### src/rtl/flash_ctl_pkg.sv
package flash_ctl_pkg;
  localparam int SECT_W = 7;
  localparam int NFLAG  = 5;

  // control word bit positions
  localparam int B_PG    = 0;
  localparam int B_SER   = 1;
  localparam int B_BER   = 2;
  localparam int B_MER   = 3;
  localparam int B_START = 4;
  localparam int B_SECT  = 5;
  localparam int B_BANK  = B_SECT + SECT_W;
  localparam int B_IE    = 16;
  localparam int B_LOCK  = 31;

  // status flag indices
  localparam int F_EOP  = 0;
  localparam int F_PROT = 1;
  localparam int F_SEQ  = 2;
  localparam int F_STRB = 3;
  localparam int F_INC  = 4;

  typedef enum logic [1:0] {
    OP_SECTOR = 2'd0,
    OP_BANK   = 2'd1,
    OP_MASS   = 2'd2
  } op_kind_e;

  typedef struct packed {
    logic              pgm_en;
    logic              ser;
    logic              ber;
    logic              mer;
    logic [SECT_W-1:0] sector;
    logic              bank;
    logic [NFLAG-1:0]  ie;
  } ctrl_fields_t;
endpackage

### src/rtl/flash_key_lock.sv
module flash_key_lock #(
  parameter logic [31:0] KEY_A = 32'h4D2A_91C3,
  parameter logic [31:0] KEY_B = 32'h0B7E_E56F
) (
  input  logic        clk,
  input  logic        rst_n,
  input  logic        key_wr,
  input  logic [31:0] key_data,
  input  logic        relock_req,
  output logic        locked_o
);
  typedef enum logic [1:0] {S_WAIT_A, S_WAIT_B, S_OPEN, S_DEAD} kst_e;
  kst_e st_q;

  always_ff @(posedge clk or negedge rst_n) begin
    if (!rst_n) begin
      st_q <= S_WAIT_A;
    end else begin
      unique case (st_q)
        S_WAIT_A: if (key_wr) st_q <= (key_data == KEY_A) ? S_WAIT_B : S_DEAD;
        S_WAIT_B: if (key_wr) st_q <= (key_data == KEY_B) ? S_OPEN : S_DEAD;
        S_OPEN: begin
          if (key_wr)          st_q <= S_DEAD;
          else if (relock_req) st_q <= S_WAIT_A;
        end
        default: st_q <= S_DEAD;
      endcase
    end
  end

  assign locked_o = (st_q != S_OPEN);

  // the lock opens only on the second key write carrying the second key
  p_unlock_order_r3: assert property (@(posedge clk) disable iff (!rst_n)
    $fell(locked_o) |-> $past(key_wr && key_data == KEY_B));
endmodule

### src/rtl/flash_erase_seq.sv
module flash_erase_seq (
  input  logic clk,
  input  logic rst_n,
  input  logic start_set_i,
  input  logic start_bad_i,
  input  logic seq_flag_i,
  input  logic op_done_i,
  input  logic op_fail_i,
  output logic start_o,
  output logic busy_o,
  output logic op_start_o,
  output logic seq_set_o
);
  logic start_q, launched_q, pulse_q;

  always_ff @(posedge clk or negedge rst_n) begin
    if (!rst_n) begin
      start_q    <= 1'b0;
      launched_q <= 1'b0;
      pulse_q    <= 1'b0;
    end else begin
      pulse_q <= 1'b0;
      if (!start_q) begin
        if (start_set_i) start_q <= 1'b1;
      end else if (!launched_q) begin
        if (seq_flag_i) begin
          start_q <= 1'b0;
        end else begin
          pulse_q    <= 1'b1;
          launched_q <= 1'b1;
        end
      end else if (op_done_i || op_fail_i) begin
        start_q    <= 1'b0;
        launched_q <= 1'b0;
      end
    end
  end

  assign seq_set_o  = start_set_i && !start_q && start_bad_i;
  assign start_o    = start_q;
  assign busy_o     = launched_q;
  assign op_start_o = pulse_q;

  // a pending start facing a sequence error is dropped without launch
  p_abort_r8: assert property (@(posedge clk) disable iff (!rst_n)
    (start_q && !launched_q && seq_flag_i) |=> (!start_q && !pulse_q));
  // a launched start survives until done or error
  p_start_hold_r7: assert property (@(posedge clk) disable iff (!rst_n)
    (launched_q && !op_done_i && !op_fail_i) |=> start_q);
  // launch is a single-cycle pulse
  p_one_pulse_r6: assert property (@(posedge clk) disable iff (!rst_n)
    pulse_q |=> !pulse_q);
endmodule

### src/rtl/flash_irq_flags.sv
module flash_irq_flags #(
  parameter int N = 5
) (
  input  logic         clk,
  input  logic         rst_n,
  input  logic [N-1:0] set_i,
  input  logic [N-1:0] clr_i,
  input  logic [N-1:0] en_i,
  output logic [N-1:0] flags_o,
  output logic         irq_o
);
  logic [N-1:0] flags_q;

  always_ff @(posedge clk or negedge rst_n) begin
    if (!rst_n) flags_q <= '0;
    else        flags_q <= (flags_q & ~clr_i) | set_i;
  end

  assign flags_o = flags_q;
  assign irq_o   = |(flags_q & en_i);

  // a write-one clear with no competing event empties the cleared bits
  p_w1c_r9: assert property (@(posedge clk) disable iff (!rst_n)
    (clr_i != '0 && set_i == '0) |=> ((flags_q & $past(clr_i)) == '0));
endmodule

### src/rtl/flash_ctl_reg.sv
module flash_ctl_reg
  import flash_ctl_pkg::*;
#(
  parameter int              ADDR_W = 4,
  parameter logic [ADDR_W-1:0] A_KEY  = 0,
  parameter logic [ADDR_W-1:0] A_CTRL = 1,
  parameter logic [ADDR_W-1:0] A_STAT = 2,
  parameter logic [31:0]     KEY_A  = 32'h4D2A_91C3,
  parameter logic [31:0]     KEY_B  = 32'h0B7E_E56F
) (
  input  logic              clk,
  input  logic              rst_n,
  input  logic              bus_wr,
  input  logic [ADDR_W-1:0] bus_addr,
  input  logic [31:0]       bus_wdata,
  output logic [31:0]       bus_rdata,
  output logic              pgm_en_o,
  output logic              op_start_o,
  output logic [1:0]        op_kind_o,
  output logic [SECT_W-1:0] op_sector_o,
  output logic              op_bank_o,
  input  logic              op_done_i,
  input  logic              op_prot_err_i,
  input  logic              op_strb_err_i,
  input  logic              op_inc_err_i,
  output logic              irq_o
);
  logic locked, key_wr, ctrl_wr, stat_wr, relock, field_wr;
  logic start_set, start_bad, start_q, busy, seq_set;
  logic [2:0] req_new;
  logic [NFLAG-1:0] flag_set, flag_clr, flags;
  ctrl_fields_t ctrl_q;
  op_kind_e kind;

  assign key_wr   = bus_wr && (bus_addr == A_KEY);
  assign ctrl_wr  = bus_wr && (bus_addr == A_CTRL) && !locked;
  assign stat_wr  = bus_wr && (bus_addr == A_STAT);
  assign relock   = ctrl_wr && bus_wdata[B_LOCK];
  assign field_wr = ctrl_wr && !bus_wdata[B_LOCK];

  flash_key_lock #(.KEY_A(KEY_A), .KEY_B(KEY_B)) u_lock (
    .clk(clk), .rst_n(rst_n), .key_wr(key_wr), .key_data(bus_wdata),
    .relock_req(relock), .locked_o(locked)
  );

  always_ff @(posedge clk or negedge rst_n) begin
    if (!rst_n) begin
      ctrl_q <= '0;
    end else if (field_wr) begin
      ctrl_q.pgm_en <= bus_wdata[B_PG];
      ctrl_q.ser    <= bus_wdata[B_SER];
      ctrl_q.ber    <= bus_wdata[B_BER];
      ctrl_q.mer    <= bus_wdata[B_MER];
      ctrl_q.sector <= bus_wdata[B_SECT +: SECT_W];
      ctrl_q.bank   <= bus_wdata[B_BANK];
      ctrl_q.ie     <= bus_wdata[B_IE +: NFLAG];
    end
  end

  assign req_new   = {bus_wdata[B_MER], bus_wdata[B_BER], bus_wdata[B_SER]};
  assign start_set = field_wr && bus_wdata[B_START];
  assign start_bad = ($countones(req_new) != 1);

  flash_erase_seq u_seq (
    .clk(clk), .rst_n(rst_n), .start_set_i(start_set), .start_bad_i(start_bad),
    .seq_flag_i(flags[F_SEQ]), .op_done_i(op_done_i),
    .op_fail_i(op_prot_err_i || op_strb_err_i || op_inc_err_i),
    .start_o(start_q), .busy_o(busy), .op_start_o(op_start_o), .seq_set_o(seq_set)
  );

  always_comb begin
    flag_set         = '0;
    flag_set[F_EOP]  = op_done_i && busy;
    flag_set[F_PROT] = op_prot_err_i;
    flag_set[F_SEQ]  = seq_set;
    flag_set[F_STRB] = op_strb_err_i;
    flag_set[F_INC]  = op_inc_err_i;
  end
  assign flag_clr = stat_wr ? bus_wdata[NFLAG-1:0] : '0;

  flash_irq_flags #(.N(NFLAG)) u_flags (
    .clk(clk), .rst_n(rst_n), .set_i(flag_set), .clr_i(flag_clr),
    .en_i(ctrl_q.ie), .flags_o(flags), .irq_o(irq_o)
  );

  always_comb begin
    if (ctrl_q.mer)      kind = OP_MASS;
    else if (ctrl_q.ber) kind = OP_BANK;
    else                 kind = OP_SECTOR;
  end

  assign op_kind_o   = kind;
  assign op_sector_o = ctrl_q.sector;
  assign op_bank_o   = ctrl_q.bank;
  assign pgm_en_o    = ctrl_q.pgm_en;

  always_comb begin
    bus_rdata = '0;
    if (bus_addr == A_CTRL) begin
      bus_rdata[B_PG]               = ctrl_q.pgm_en;
      bus_rdata[B_SER]              = ctrl_q.ser;
      bus_rdata[B_BER]              = ctrl_q.ber;
      bus_rdata[B_MER]              = ctrl_q.mer;
      bus_rdata[B_START]            = start_q;
      bus_rdata[B_SECT +: SECT_W]   = ctrl_q.sector;
      bus_rdata[B_BANK]             = ctrl_q.bank;
      bus_rdata[B_IE +: NFLAG]      = ctrl_q.ie;
      bus_rdata[B_LOCK]             = locked;
    end else if (bus_addr == A_STAT) begin
      bus_rdata[NFLAG-1:0] = flags;
    end
  end

  // a control write while locked leaves every field as it was
  p_locked_hold_r2: assert property (@(posedge clk) disable iff (!rst_n)
    (bus_wr && bus_addr == A_CTRL && locked) |=> $stable(ctrl_q));
  // a key write while open closes the lock
  p_rekey_closes_r4: assert property (@(posedge clk) disable iff (!rst_n)
    (key_wr && !locked) |=> locked);
  // an enabled completion raises the interrupt next cycle
  p_done_irq_r9: assert property (@(posedge clk) disable iff (!rst_n)
    (op_done_i && busy && ctrl_q.ie[F_EOP]) |=> irq_o);
endmodule

### config.mk
export PLATFORM = sky130hd
export DESIGN_NAME = flash_ctl_reg
export DESIGN_NICKNAME = d
export VERILOG_FILES = /design/src/rtl/flash_ctl_pkg.sv /design/src/rtl/flash_key_lock.sv /design/src/rtl/flash_erase_seq.sv /design/src/rtl/flash_irq_flags.sv /design/src/rtl/flash_ctl_reg.sv
export SDC_FILE = /design/constraint.sdc
export NUM_CORES = 1
export LEC_CHECK = 0
export BUFFER_PORTS_ARGS = -buffer_cell sky130_fd_sc_hd__buf_2
export CAP_MARGIN = 20
export CORE_ASPECT_RATIO = 1.1
export CORE_MARGIN = 2
export CORE_UTILIZATION = 48
export CTS_BUF_LIST = sky130_fd_sc_hd__clkbuf_16
export DETAILED_ROUTE_END_ITERATION = 7
export HOLD_SLACK_MARGIN = 0.15
export PLACE_DENSITY = 0.91
export SETUP_SLACK_MARGIN = 0.4
export SLEW_MARGIN = 0
export SYNTH_ARGS = -nofsm -noshare
export SYNTH_HDL_FRONTEND = slang
export SYNTH_SLANG_ARGS = --single-unit
export TNS_END_PERCENT = 5
### constraint.sdc
create_clock -name clk -period 2.15 [get_ports clk]
set_input_delay 0.1075 -clock clk [delete_from_list [all_inputs] [get_ports clk]]
set_output_delay 0.1075 -clock clk [all_outputs]
set_load 0.01 [all_outputs]
==> summary.md <==
| Metric | Value |
|---|---|
| Grt ovf | 0 |
| Critical path, cell by cell | buf_2 > or2_2 > and4bb_2 > nand2_1 > a22o_1 > dlygate4sd3_1 |
| CTS tree | built |
| Tot GR Track Use | between 20% and 30% |
| Worst r2r src | u_lock.st_q[1] |
| Starting density of the core | roughly half |
| First-pass GRT wire length | 6.499 mm |
| Routability congestion estimate | 0.8083 |
| Vias in the first global route | 1440 |
| Starting DRC count in detailed routing | 78 |
| Req. time, crit path | 2.29 ns |
| Routed Wire Length | 4.135 mm |
| Switching share of power | 26.99% |
| CP Class | in2reg |
| Clock slew at reported path FFs | 0.07 ns |
| Clock buffer depth | 2 |
| Antenna-violating nets left | 0 |
| Crit share post-route | 76.07% |
| Antenna diodes | 0 |
| Nets@finish | approximately 290 |
| CP Capture Type | flip-flop |
| I/O Buffers | 74 |
| Die X | 59.74 um |
| PD cells | around 580 nW/um^2 |
| Post-synth EDFFs | 0 |
| # H-tree levels | 1 |
| Clk_lat worst skew | 0.27 ns |
| Status | finished clean |
| Synth Register Bits | 27 |
| RSZ-0062 raised after global routing | no |
| Slowest-stage cell, CP | dlygate4sd3_1 |
| Worst slew margin | 59.20% |
| Pin count of the biggest net entering global routing | 28 |
| Vias | around 1500 |
| Total die area | 3901 um^2 |
| Leak Pwr | 1.181 nW |
| Hold endpoint | ctrl_q[13] |
| Top cell type by total area after synthesis | dfrtp_1 |
| Layout cells sized above 1 | 42.08% |
| Clk pwr share | 33.8% |
| CP Max Fanout | 7 |
| Worst Hold Depth | 2 |
| Internal cell power | 0.9484 mW |
| Setup violations, final | 0 |
| Seq pwr share | a little under half |
| Design Power | roughly 1.3 mW |
| Worst EP arrival | 1.78 ns |
| Final clock skew | slightly above 0.004 ns |
| Initial antenna violation count | 0 |
| Synth cell count leaders | 27 x dfrtp_1, 21 x buf_4, 13 x and2_1 |
| Core Footprint | 3303 um^2 |
| Final setup TNS | 0 ns |
| Area growth syn-to-layout | 36.54% |
| R2R depth | 4 |
| Share of the synthesized area in the top cell type | ~41% |
| Peak Freq | 611.4 MHz |
| Post CTS Setup Buffer Count | 0 |
| Drt first pass iters | 4 |
| Routed length per instance | 14.98 um |
| Min Clock Period, post-route | 1.636 ns |
| Synth unique cells | 34 |
| Clock sinks | 27 |
| Synth area leaders | dfrtp_1 41%, buf_4 9.6%, mux2_4 9.2% |
| Pins Over Slew Limit | 0 |
| Mapped Cells | 151 |
| Peak supply drop | 0.0004107 V |
| Comb pwr share | 20.6% |
| Hold crit path type | in2reg |
| Hold Startpoint | bus_wdata[3] |
| Ports | roughly 90 |
| Post-synthesis sequential area ratio | 41.19% |
| Critical R2R Capture | u_flags.flags_o[2] |
| WHS | 0.1772 ns |
| Crit path largest cell delay | roughly 0.57 ns |
| Final instance area | 2240 um^2 |
| P_sw | between 0.3 and 0.4 mW |
| Count leader, synth | dfrtp_1 |
| Num rows | 22 |
| Die Span Y | roughly 65 um |
| Ys Warns | 0 |
| Detail-routed via count per cell | 5.301 |
| # DRC | 0 |
| Synthesized cell area | 1640 um^2 |
| Clock Tree Root | clkbuf_16 |
| Cell Area, Placed | between 1500 and 2000 um^2 |
| Post-synthesis async set-or-reset flop share | between 90% and 100% |
| Final Hold Vio Count | 0 |
| Main synth FF type | dfrtp_1 |
| Tightest Pin Transition | about 0.61 ns |
| Max-cap violations | 0 |
| Startpoint Class | input pin |
| CTS buffer count | 3 |
| Avg Cell Area, Syn | around 11 um^2 |
| Post-layout util | between 60% and 70% |
| FF-to-FF setup slack | 0.54 ns |
-- metrics by stage --
stage	setup slack [ns]	std cells
3_5_place_dp	0.4627	250
2_1_floorplan	0.7904	163
3_3_place_gp	0.6046	250
5_1_grt	0.3974	276
6_report	0.5145	276
4_1_cts	0.4524	276
-- worst max-delay path: cells and delay by family --
family          cells  cell delay, ns
simple gates        3            0.82
buf+inv             2            0.69
compound gates      1            0.17
-- power by group through the flow --
stage | clock network [mW] | logic [mW] | registers [mW]
floorplan | 0 | 0.164 | 0.590
global placement | 0 | 0.230 | 0.600
detailed placement | 0 | 0.238 | 0.601
CTS | 0.441 | 0.268 | 0.591
global route | 0.457 | 0.294 | 0.598
finish | 0.439 | 0.268 | 0.592
-- sequential cells by signal, indices dropped and copies added, names as in the netlist --
register          flops
ctrl_q                8
op_sector_o           7
u_flags.flags_o       5
u_lock.st_q           2
op_bank_o             1
pgm_en_o              1
u_seq.busy_o          1
u_seq.op_start_o      1
u_seq.start_o         1
-- per-layer routing --
metal / vias to the layer above / share of wire, % / global-route usage, %
met1: 712 / 40 / 26.55
met3: 9 / 5.5 / 3.937
met4: 0 / 1.6 / 7.778
met2: 62 / 53 / 38.18
li1: 680 / - / -
met5: - / 0 / 0
-- how the worst max path moves through the flow --
stage,start,end,cells after the start
2_1_floorplan,u_lock.st_q[1],ctrl_q[0],4
3_3_place_gp,bus_addr[3],u_lock.st_q[1],5
3_5_place_dp,bus_addr[1],u_flags.flags_o[2],5
4_1_cts,u_lock.st_q[1],u_flags.flags_o[2],4
5_1_grt,u_lock.st_q[1],u_flags.flags_o[2],4
6_report,bus_addr[3],u_flags.flags_o[0],6
-- what timing repair did --
item	CTS	global route
hold buffers	22	0
hold endpoints to repair	46	0
endpoints found under the setup margin	0	2
gates resized for setup	0	1
-- cell families after synthesis --
kind of cell             share of synthesized area (%)
buffers and inverters                            11.21
adder cells (fa/ha/maj)                          1.220
flip-flops                                       41.19
other                                           0.2286
AND/OR/NAND/NOR                                  24.41
multiplexers                                     13.96
AO/OA/AOI/OAI                                    7.780
-- cells in the final DEF, fill, tap and decap left out, drive strengths merged, types with 2 or more instances in the layout --
cell / n
dfrtp: 27
mux2: 17
inv: 2
dlygate4sd3: 22
and2: 13
nand4b: 3
conb: 13
nor3b: 2
nor2: 10
a21o: 3
a22o: 2
nor4: 3
buf: 75
clkbuf: 3
a22oi: 6
nand4: 4
nand2: 9
nor2b: 4
nor4b: 5
a21oi: 4
nand2b: 2
-- final cells by class --
cell class                 count  area [um^2]
fill                         266         1064
multi-input combinational    110        830.8
sequential                    27        675.6
timing repair buffer          97        598.1
clock buffer                   3        75.07
tap                           36        45.04
clock inverter                 1        7.507
inverter                       2        7.507
No activity file was read; power rests on OpenSTA's default activity.
